File: config.mk
export PLATFORM = sky130hd
export DESIGN_NAME = periodic_irq_gen
export DESIGN_NICKNAME = d
export VERILOG_FILES = /design/src/rtl/pirq_pkg.sv /design/src/rtl/pirq_timebase.sv /design/src/rtl/pirq_rate_match.sv /design/src/rtl/pirq_status.sv /design/src/rtl/periodic_irq_gen.sv
export SDC_FILE = /design/constraint.sdc
export NUM_CORES = 1
export LEC_CHECK = 0
export ABC_AREA = 1
export BUFFER_PORTS_ARGS = -buffer_cell sky130_fd_sc_hd__buf_2
export CORE_MARGIN = 10
export CORE_UTILIZATION = 47
export CTS_BUF_LIST = sky130_fd_sc_hd__clkbuf_2 sky130_fd_sc_hd__clkbuf_4 sky130_fd_sc_hd__clkbuf_8
export CTS_CLUSTER_SIZE = 10
export DETAILED_ROUTE_END_ITERATION = 6
export PLACE_DENSITY = 0.66
export SYNTH_ARGS = -nofsm -noshare
export SYNTH_HDL_FRONTEND = slang
export SYNTH_SLANG_ARGS = --single-unit
export TNS_END_PERCENT = 100
File: constraint.sdc
create_clock -name clk -period 1.8 [get_ports clk]
set_input_delay 0.27 -clock clk [delete_from_list [all_inputs] [get_ports clk]]
set_output_delay 0.27 -clock clk [all_outputs]
set_load 0.02 [all_outputs]
File: src/rtl/pirq_pkg.sv
// Package: shared widths and helpers for the periodic interrupt generator.
// Assumes rate codes of four bits and a time-base count wide enough for
// the longest period.
package pirq_pkg;
    localparam int CODE_W = 4;

    // Fold the nonlinear codes 1 and 2 onto the slower codes 8 and 9.
    function automatic logic [CODE_W:0] fold_code(input logic [CODE_W-1:0] code);
        logic [CODE_W:0] c;
        c = {1'b0, code};
        if (code == 4'd1 || code == 4'd2) c = c + 5'd7;
        return c;
    endfunction
endpackage

File: src/rtl/pirq_timebase.sv
// Module: free-running count of 32 kHz ticks.
// Assumes tick_en is a one-cycle pulse. The count wraps at 2^CNT_W and is
// never restarted by events or by configuration writes.
module pirq_timebase #(
    parameter int CNT_W = 15
) (
    input  logic             clk,
    input  logic             rst_n,
    input  logic             tick_en,
    output logic [CNT_W-1:0] cnt_next
);
    logic [CNT_W-1:0] cnt_q;

    assign cnt_next = cnt_q + 1'b1;

    // Advance the count on each tick.
    always_ff @(posedge clk) begin
        if (!rst_n)       cnt_q <= '0;
        else if (tick_en) cnt_q <= cnt_next;
    end
endmodule

File: src/rtl/pirq_rate_match.sv
// Module: decides whether the current tick ends a period.
// Assumes CNT_W >= 2^CODE_W - 2, so the longest period divides the count
// range exactly. Purely combinational.
module pirq_rate_match
    import pirq_pkg::*;
#(
    parameter int CNT_W = 15
) (
    input  logic              tick_en,
    input  logic              per_en,
    input  logic [CODE_W-1:0] rate_code,
    input  logic [CNT_W-1:0]  cnt_next,
    output logic              evt
);
    logic [CODE_W:0]  eff_code;
    logic [CNT_W-1:0] low_mask;

    assign eff_code = fold_code(rate_code);

    // Mask bit i is set when bit i lies below the period boundary
    // (period = 2^(eff_code-1)).
    for (genvar i = 0; i < CNT_W; i++) begin : g_mask
        assign low_mask[i] = ((i + 1) < int'(eff_code));
    end

    // Event when enabled and the incremented count is period aligned.
    always_comb begin
        evt = 1'b0;
        if (tick_en && per_en && (rate_code != '0))
            evt = ((cnt_next & low_mask) == '0);
    end
endmodule

File: src/rtl/pirq_status.sv
// Module: clear-on-read status flags for the periodic interrupt.
// Assumes a read strobe lasts one cycle. An event in the same cycle as a
// read wins.
module pirq_status (
    input  logic clk,
    input  logic rst_n,
    input  logic evt,
    input  logic rd,
    output logic per_flag,
    output logic sum_flag
);
    // Set on event, clear on read, otherwise hold.
    always_ff @(posedge clk) begin
        if (!rst_n) begin
            per_flag <= 1'b0;
            sum_flag <= 1'b0;
        end else if (evt) begin
            per_flag <= 1'b1;
            sum_flag <= 1'b1;
        end else if (rd) begin
            per_flag <= 1'b0;
            sum_flag <= 1'b0;
        end
    end
endmodule

File: src/rtl/periodic_irq_gen.sv
// Module: top of the programmable periodic interrupt generator.
// Counts 32 kHz ticks and raises flags and irq on period-aligned
// boundaries. Assumes synchronous inputs in the clk domain.
module periodic_irq_gen
    import pirq_pkg::*;
#(
    parameter int CNT_W = 15
) (
    input  logic              clk,
    input  logic              rst_n,
    input  logic              tick_32k,
    input  logic [CODE_W-1:0] rate_code,
    input  logic              per_en,
    input  logic              stat_rd,
    output logic              per_flag,
    output logic              irq_flag,
    output logic              irq
);
    logic [CNT_W-1:0] cnt_next;
    logic             evt;

    pirq_timebase #(.CNT_W(CNT_W)) u_tb (
        .clk      (clk),
        .rst_n    (rst_n),
        .tick_en  (tick_32k),
        .cnt_next (cnt_next)
    );

    pirq_rate_match #(.CNT_W(CNT_W)) u_match (
        .tick_en   (tick_32k),
        .per_en    (per_en),
        .rate_code (rate_code),
        .cnt_next  (cnt_next),
        .evt       (evt)
    );

    pirq_status u_stat (
        .clk      (clk),
        .rst_n    (rst_n),
        .evt      (evt),
        .rd       (stat_rd),
        .per_flag (per_flag),
        .sum_flag (irq_flag)
    );

    assign irq = irq_flag;
endmodule

After elaboration in Yosys (flattened, before gate mapping):

Cells that the tools add are included.

* reduce and logical (&&, ||, !) cells: 6
* bitwise gates (word level): 1
* eq/ne operators: 2
* mux-type cells: 4
* magnitude comparators: 15
* add/sub/neg operators: 2

Operators with widths (number)
* $lt 4x5->1 const A: 8
* $lt 3x5->1 const A: 4
* $add 15x1->15 const B: 1
* $and 15x15->15: 1
* $logic_not 15->1: 1
* $lt 2x5->1 const A: 2
* $add 4x3->5 const B: 1
* $lt 1x5->1 const A: 1
* $mux 5: 1
* $eq 4x1->1 const B: 1
* $eq 4x2->1 const B: 1
* $reduce_bool 4->1: 1
* $mux 1: 3
* $logic_and 1x1->1: 2
* $reduce_bool 2->1: 1
* $logic_or 1x1->1: 1

* output and inout bits: 3
* word-level logic and storage cells: 32
* register bits: 16
* bits of input ports: 9

Depth between registers and ports, before layout:

Gate-level depths: netlist of run 1.

* word-level depth: 8
* depth in mapped cells: 15
* mapped depth without buffers: 15

Modules after synthesis:

A second synthesis of run 1 with hierarchy kept.

* cell total of the unflattened synthesis: 235
* area, all modules: 1357.6 µm²

By module, submodules not included
* pirq_timebase: cells an instance 152, area an instance 943.4 µm², times used 1, sequential area each 300.3 µm²
* pirq_rate_match: cells an instance 75, area an instance 355.3 µm², times used 1, sequential area each 0.0 µm²
* pirq_status: cells an instance 7, area an instance 51.3 µm², times used 1, sequential area each 20.0 µm²
* periodic_irq_gen: cells an instance 1, area an instance 7.5 µm², times used 1, sequential area each 0.0 µm²

Worst setup path after synthesis of run 1:

OpenSTA, ideal clock, no wires.

* path kind: register to register
* start point: register u_tb.cnt_q[0]
* end point: register u_stat.per_flag
* setup slack: 299 ps
* library setup time: 130 ps
* stages on the path, launching flop included: 12
* path buffers: 0
* period minus slack after synthesis: 1501 ps
* required time: 1670 ps
* data arrival time: 1370 ps
* cell sequence: dfxtp_1 -> ha_1 -> nand2_1 -> nor2_2 -> nand2_1 -> nor2_2 -> xor2_1 -> nand2_1 -> nand2_1 -> nor2_1 -> nand3_1 -> a21oi_1

* word-level cells in the longest chain between the ends: 5
* elaborated cells between the ends (all ways): 6
* classes of those cells: 1 x add/sub; 2 x mux; 1 x bitwise; 2 x reduce/logical

Ends and longest elaborated chain
* start: declaration: line pirq_timebase.sv:12 `logic [CNT_W-1:0] cnt_q;`
* start signal: assignment: line pirq_timebase.sv:19 `else if (tick_en) cnt_q <= cnt_next;`
* $add 15x1->15 *: line pirq_timebase.sv:14 `assign cnt_next = cnt_q + 1'b1;`
* $and 15x15->15 *: line pirq_rate_match.sv:30 `evt = ((cnt_next & low_mask) == '0);`
* $logic_not 15->1 *: line pirq_rate_match.sv:30
* $mux 1 *: line pirq_rate_match.sv:29 `if (tick_en && per_en && (rate_code != '0))`
* $mux 1 / $reduce_bool 2->1 (equally long branches)
* end signal: assignment: line pirq_status.sv:15 `per_flag <= 1'b0;`
* end signal: assignment: line pirq_status.sv:18 `per_flag <= 1'b1;`
* end signal: assignment: line pirq_status.sv:21 `per_flag <= 1'b0;`
* end: declaration: line pirq_status.sv:9 `output logic per_flag,`

Mark *: on every way between the ends. The rest lies on a longest branch, timed or not.
A chain may end at the register's enable or synchronous reset.

Worst setup path in the final report of run 1:

Ends and elaborated chain as after synthesis.

==> results of run 1 <==
[layout by cell type (no fill, tap or decap), drive strengths merged]
cell    instances
nand2          58
dfxtp          15
buf            12
clkbuf          3
o21ai          13
nor2           24
o211ai          3
xor2            8
nor3            1
nand3b          1
inv            36
nand4           2
nand3          17
ha              4
clkinv          2
a21oi          10
[cell type report]
| type | instances | area share [%] |
|---|---|---|
| sequential | 15 | 22.72 |
| clock inverter | 1 | 0.3756 |
| multi-input combinational | 141 | 57.28 |
| inverter | 37 | 10.42 |
| timing repair buffer | 12 | 4.695 |
| tap | 30 | 2.817 |
| clock buffer | 3 | 1.690 |
[metrics by stage]
step                setup slack [ps]  util [%]  total power [uW]
global route                   2.910     53.79             819.3
finish                         192.1     53.79             756.9
detailed placement             22.63     52.07             562.5
floorplan                      299.3         -             515.5
CTS                            121.7     53.18             762.6
global placement               96.03     52.07             556.8
[where the power goes]
part | total [uW] | switching, uW | internal [uW]
Clock | 197 | 115 | 82.8
Sequential | 375 | 21.2 | 354
Combinational | 184 | 118 | 65.7
[path summary, 6_finish.rpt]
path / startpoint / endpoint / slack (ps) / cells after the start
max: u_tb.cnt_q[0] / u_stat.per_flag / 190 / 14
min reg2reg: u_stat.per_flag / u_stat.per_flag / 520 / 2
min: stat_rd / u_stat.per_flag / 240 / 4
max reg2reg: u_tb.cnt_q[0] / u_stat.per_flag / 190 / 14
[cell families after synthesis]
logic type      count (synthesis)  share of synthesized area, %
compound gates                 26                         11.32
xor+xnor                        8                         5.762
fa+ha+maj                       4                         4.115
buf+inv                        42                         13.58
flops                          15                         24.69
simple gates                  103                         40.53
[per-layer routing]
| layer | vias up | track usage [%] | share of wire (%) |
|---|---|---|---|
| li1 | 634 | - | - |
| met1 | 560 | 13.25 | 46 |
| met2 | 18 | 18.79 | 47 |
| met3 | 7 | 3.905 | 5.4 |
| met4 | 0 | 3.871 | 1.6 |
| met5 | - | 0 | 0 |
[registers in the layout, summed over array words and instances (netlist names)]
register,flops
u_stat.per_flag,1
u_tb.cnt_q,14
[what timing repair did]
item | 4_1_cts | 5_1_grt
resized for setup | 0 | 6
setup buffers | 0 | 0
hold buffers | 0 | 0
setup endpoints to repair | 0 | 1
[worst max-delay path, stage by stage (launching register included)]
cell     delay, ps
dfxtp_2        360
ha_2           190
nand2_2         70
nor2_2         110
buf_4          140
nand3_1         80
nand2_1         70
nand2_1         70
inv_1           60
nand2_1         50
nand2_1         60
nand2_1         50
nand2_1         60
nand3_1         90
a21oi_2        110
==> metrics.cfg, run 1 <==
[sta]
hold_viol_final=0
clock.fmax_mhz=621.9
rsz0062_at_grt=no
period_share_pct=89.33
fin_hold_ws_ps=243.3
finalMaxSlewViolations=0
setup-violations-final=0
fin_skew_ps=1.915
fin_setup_tns_ps=0
slew_headroom_pct=72.61
timing.final.crit_period_ps=1608
worst_slew_pin_slew_ps=408.3

[routing]
vias_per_cell=5.100
drc=0
via_count=1219
drt-wirelength-per-cell_um=11.36
drt-initial-drc-count=75
wl_mm=2.715
drt_pass1_iterations=4
ant_nets=0

[synthesis]
async_reset_ff_share_pct=0
synth_edf_count=0
synth_seq_area_share_pct=24.69
synth.distinct_cells=23
syn_avg_cell_area_sq_um=6.142
synth.most_common_cell=nand2_1
ys_top_cells_by_count=nand2_1 (52), inv_1 (33), nor2_1 (16)
synthFlopType=dfxtp_1
syn_nets=211
synth_top_cell_by_area=dfxtp_1
synth.area.top_cells=dfxtp_1 (25%), nand2_1 (16%), inv_1 (10%)
netlist_area_sq_um=1216
ys_warn_count=0
synth_cells=198
yosysTopAreaCellShare_pct=24.69
ys_seq_elements=15

[placed_design]
globalplace.congestion=0.9033
dp.cells=235
placed_area_sq_um=1290
dp_hpwl_mm=2.270
io_buffers=11

[cells_and_area]
nets=223
num_antenna_cells=0
fin_area_sq_um=1333
fin_cells=239
area_delta_synth_final_pct=9.568
regArea_sq_um=302.8
fill_cells=259
drive_gt1_share_pct=19.62
multi_input_area_sq_um=763.2

[floorplan]
io_pins=12
die_h_um=70.87
die_area_sq_um=5023
rows=18
die_w_um=70.87
core_sq_um=2477
start_util_pct=49.09

[clocking]
htree_levels=1
cts_tree=built
cts_sinks=15
cts_made_buffers=3
worst_skew_pair.late_latency_ps=290
cts_root_buf=clkbuf_4
cts_buffer_depth=2
path_clk_slew_ps=90

[global_routing]
grt_pass1_wl_mm=4.912
grt_pass1_vias=1151
overflow=0
grt_use_total_pct=11.35
grt_max_degree=19
grt_antenna_before_repair=0

[critical_path]
worstPathArrival_ps=1840
worstSetupEndpointType=flop
critPathKind=flop to flop
start_kind=flop
crit_fanout=3
worst-endpoint-required_ps=2030

[power]
p_leak_uw=0.0006950
ir_drop_uv=441.6
power_density_nw_per_um2=568.0

[outcome]
outcome=completed

[run]
maxCapViolations=0

[hold_path]
hold_class=primary input to flop

No activity file was read; power rests on OpenSTA's default activity.
==> run 2: changes to the inputs <==
--- a/config.mk
+++ b/config.mk
@@ -10,8 +10,9 @@
 export CORE_MARGIN = 10
 export CORE_UTILIZATION = 47
 export CTS_BUF_LIST = sky130_fd_sc_hd__clkbuf_2 sky130_fd_sc_hd__clkbuf_4 sky130_fd_sc_hd__clkbuf_8
-export CTS_CLUSTER_SIZE = 10
+export CTS_CLUSTER_SIZE = 20
 export DETAILED_ROUTE_END_ITERATION = 6
+export MAX_ROUTING_LAYER = met4
 export PLACE_DENSITY = 0.66
 export SYNTH_ARGS = -nofsm -noshare
 export SYNTH_HDL_FRONTEND = slang
==> run 2 against run 1 <==
Effect of this change:
- register-to-register slack is essentially flat
- cell count unchanged
- count of clock-buffer cells in the layout unchanged
- core utilization stayed put
- power about the same
- non-clock buffer count stayed put
- critical path depth is the same
- clock skew hardly changed
- largest cell class unchanged
- highest routed layer unchanged
==> metrics.cfg, run 2 (same netlist as run 1, synthesis figures left out) <==
[critical_path]
crit_slowest_cell=dfxtp_2
max_stage_delay_ps=360  ; about the same
path_common_cell=nand2_1
rr_worst_depth=14  ; unchanged
crit_fanout=3  ; unchanged
worstPathArrival_ps=1840  ; about the same
worst-endpoint-required_ps=2030  ; about the same
worstSetupEndpointType=flop
start_kind=flop
cp_cell_sequence=ha_2 -> nand2_2 -> nor2_2 -> buf_4 -> nand3_1 -> nand2_1 -> nand2_1 -> inv_1 -> nand2_1 -> nand2_1 -> nand2_1 -> nand2_1 -> nand3_1 -> a21oi_2
rr_startpoint=u_tb.cnt_q[0]
r2r_slack_ps=190  ; about the same
rr_endpoint=u_stat.per_flag
critPathKind=flop to flop

[run]
maxCapViolations=0  ; unchanged

[sta]
clock.fmax_mhz=622.1  ; about the same
worst_slew_pin_slew_ps=406.5  ; -1.751 ps
fin_skew_ps=1.546  ; -0.3697 ps
rsz0062_at_grt=no
period_share_pct=89.31  ; about the same
hold_viol_final=0  ; unchanged
fin_setup_tns_ps=0  ; unchanged
timing.final.crit_period_ps=1608  ; -0.3420 ps
setup-violations-final=0  ; unchanged
finalMaxSlewViolations=0  ; unchanged
slew_headroom_pct=72.73  ; +0.12 points

[hold_path]
hold_class=primary input to flop
min_from=stat_rd
worstHoldPathCells=4  ; unchanged
whs_endpoint=u_stat.per_flag

[cells_and_area]
layout_commonest_cell=nand2_1
multi_input_area_sq_um=763.2  ; unchanged
top_register=u_tb.cnt_q
nets=223  ; unchanged
fill_cells=259  ; unchanged
num_antenna_cells=0  ; unchanged
final_cell_mix=nand2_1 (51), inv_1 (33), nor2_1 (16)
regArea_sq_um=302.8  ; unchanged
largestRegisters=u_tb.cnt_q x14, u_stat.per_flag x1
postLayoutCoreUtil_pct=53.79  ; unchanged
area_delta_synth_final_pct=9.568  ; unchanged
drive_gt1_share_pct=19.62  ; unchanged
largest_reg_flops=14  ; unchanged

[clocking]
cts_setup_buffers=0  ; unchanged
worst_skew_pair.late_latency_ps=290  ; about the same
cts_buffer_depth=2  ; unchanged
cts_sinks=15  ; unchanged
htree_levels=1  ; unchanged
cts_made_buffers=3  ; unchanged
cts_tree=built
path_clk_slew_ps=90  ; about the same
cts_root_buf=clkbuf_4

[routing]
drt_pass1_iterations=4  ; unchanged
drc=0  ; unchanged
drt-initial-drc-count=70  ; -6.7%
vias_per_cell=5.100  ; unchanged
wl_mm=2.720  ; +0.18%
drt-wirelength-per-cell_um=11.38  ; +0.18%
via_count=1219  ; unchanged
ant_nets=0  ; unchanged

[power]
ir_drop_uv=441.5  ; about the same
p_leak_uw=0.0006950  ; unchanged
power_density_nw_per_um2=568.2  ; about the same

[placed_design]
dp_hpwl_mm=2.270  ; unchanged
globalplace.congestion=0.9187  ; +1.7%
io_buffers=11  ; unchanged

[floorplan]
start_util_pct=49.09  ; unchanged
core_sq_um=2477  ; unchanged
io_pins=12  ; unchanged
rows=18  ; unchanged
die_w_um=70.87  ; unchanged
die_area_sq_um=5023  ; unchanged
die_h_um=70.87  ; unchanged

[outcome]
outcome=completed

[global_routing]
grt_pass1_vias=1152  ; +0.087%
grt_use_total_pct=11.67  ; +0.32 points
overflow=0  ; unchanged
grt_max_degree=19  ; unchanged
grt_pass1_wl_mm=4.919  ; +0.14%
grt_antenna_before_repair=0  ; unchanged

[run 2: metrics by stage]
stage	setup WS, ps	hold WS [ps]	area [sq um]	cells	power, uW
after global placement	96.03	485.7	1290	235	556.8
after global routing	2.910	261.0	1333	239	819.3
after detailed placement	22.63	498.8	1290	235	562.5
after floorplan	299.3	405.7	1216	198	515.5
after CTS	121.7	229.6	1318	239	762.6
final	192.5	242.8	1333	239	757.1
[run 2: worst max-delay path: cells and delay by family (launching register included)]
kind / cells / cell delay, ps
simple gates: 10 / 710
flops: 1 / 360
buf+inv: 2 / 200
fa+ha+maj: 1 / 190
compound gates: 1 / 110
[run 2: worst max-delay path by stage]
stage | startpoint | endpoint | slack [ps]
2_1_floorplan | u_tb.cnt_q[0] | u_stat.per_flag | 300
3_3_place_gp | rate_code[1] | u_stat.per_flag | 100
3_5_place_dp | rate_code[1] | u_stat.per_flag | 20
4_1_cts | u_tb.cnt_q[0] | u_stat.per_flag | 120
5_1_grt | u_tb.cnt_q[0] | u_stat.per_flag | 3
6_report | u_tb.cnt_q[0] | u_stat.per_flag | 190
[run 2: metal layers]
metal	part of all wire, %	GRT usage (%)	wire length, um	vias to the layer above
met5	0	-	0	-
met4	1.6	3.871	43	0
met3	6.1	3.905	165	7
met2	47	18.79	1282	20
met1	45	13.25	1229	558
li1	-	-	-	634
[run 2: cell type report]
type | count | area share, %
Clock buffer | 3 | 1.690
Clock inverter | 1 | 0.3756
Inverter | 37 | 10.42
Multi-Input combinational cell | 141 | 57.28
Sequential cell | 15 | 22.72
Tap cell | 30 | 2.817
Timing Repair Buffer | 12 | 4.695
[run 2: repair_timing]
| item | in CTS | in global routing |
|---|---|---|
| gates resized for setup | 0 | 6 |
| endpoints found under the setup margin | 0 | 1 |
| hold buffers | 0 | 0 |
[run 2: where the power goes]
part | switching, uW | leakage, uW | internal [uW] | total, uW
Combinational | 118 | 0.000553 | 65.7 | 184
Sequential | 21.3 | 0.000125 | 354 | 376
Clock | 115 | 0.0000177 | 82.8 | 198
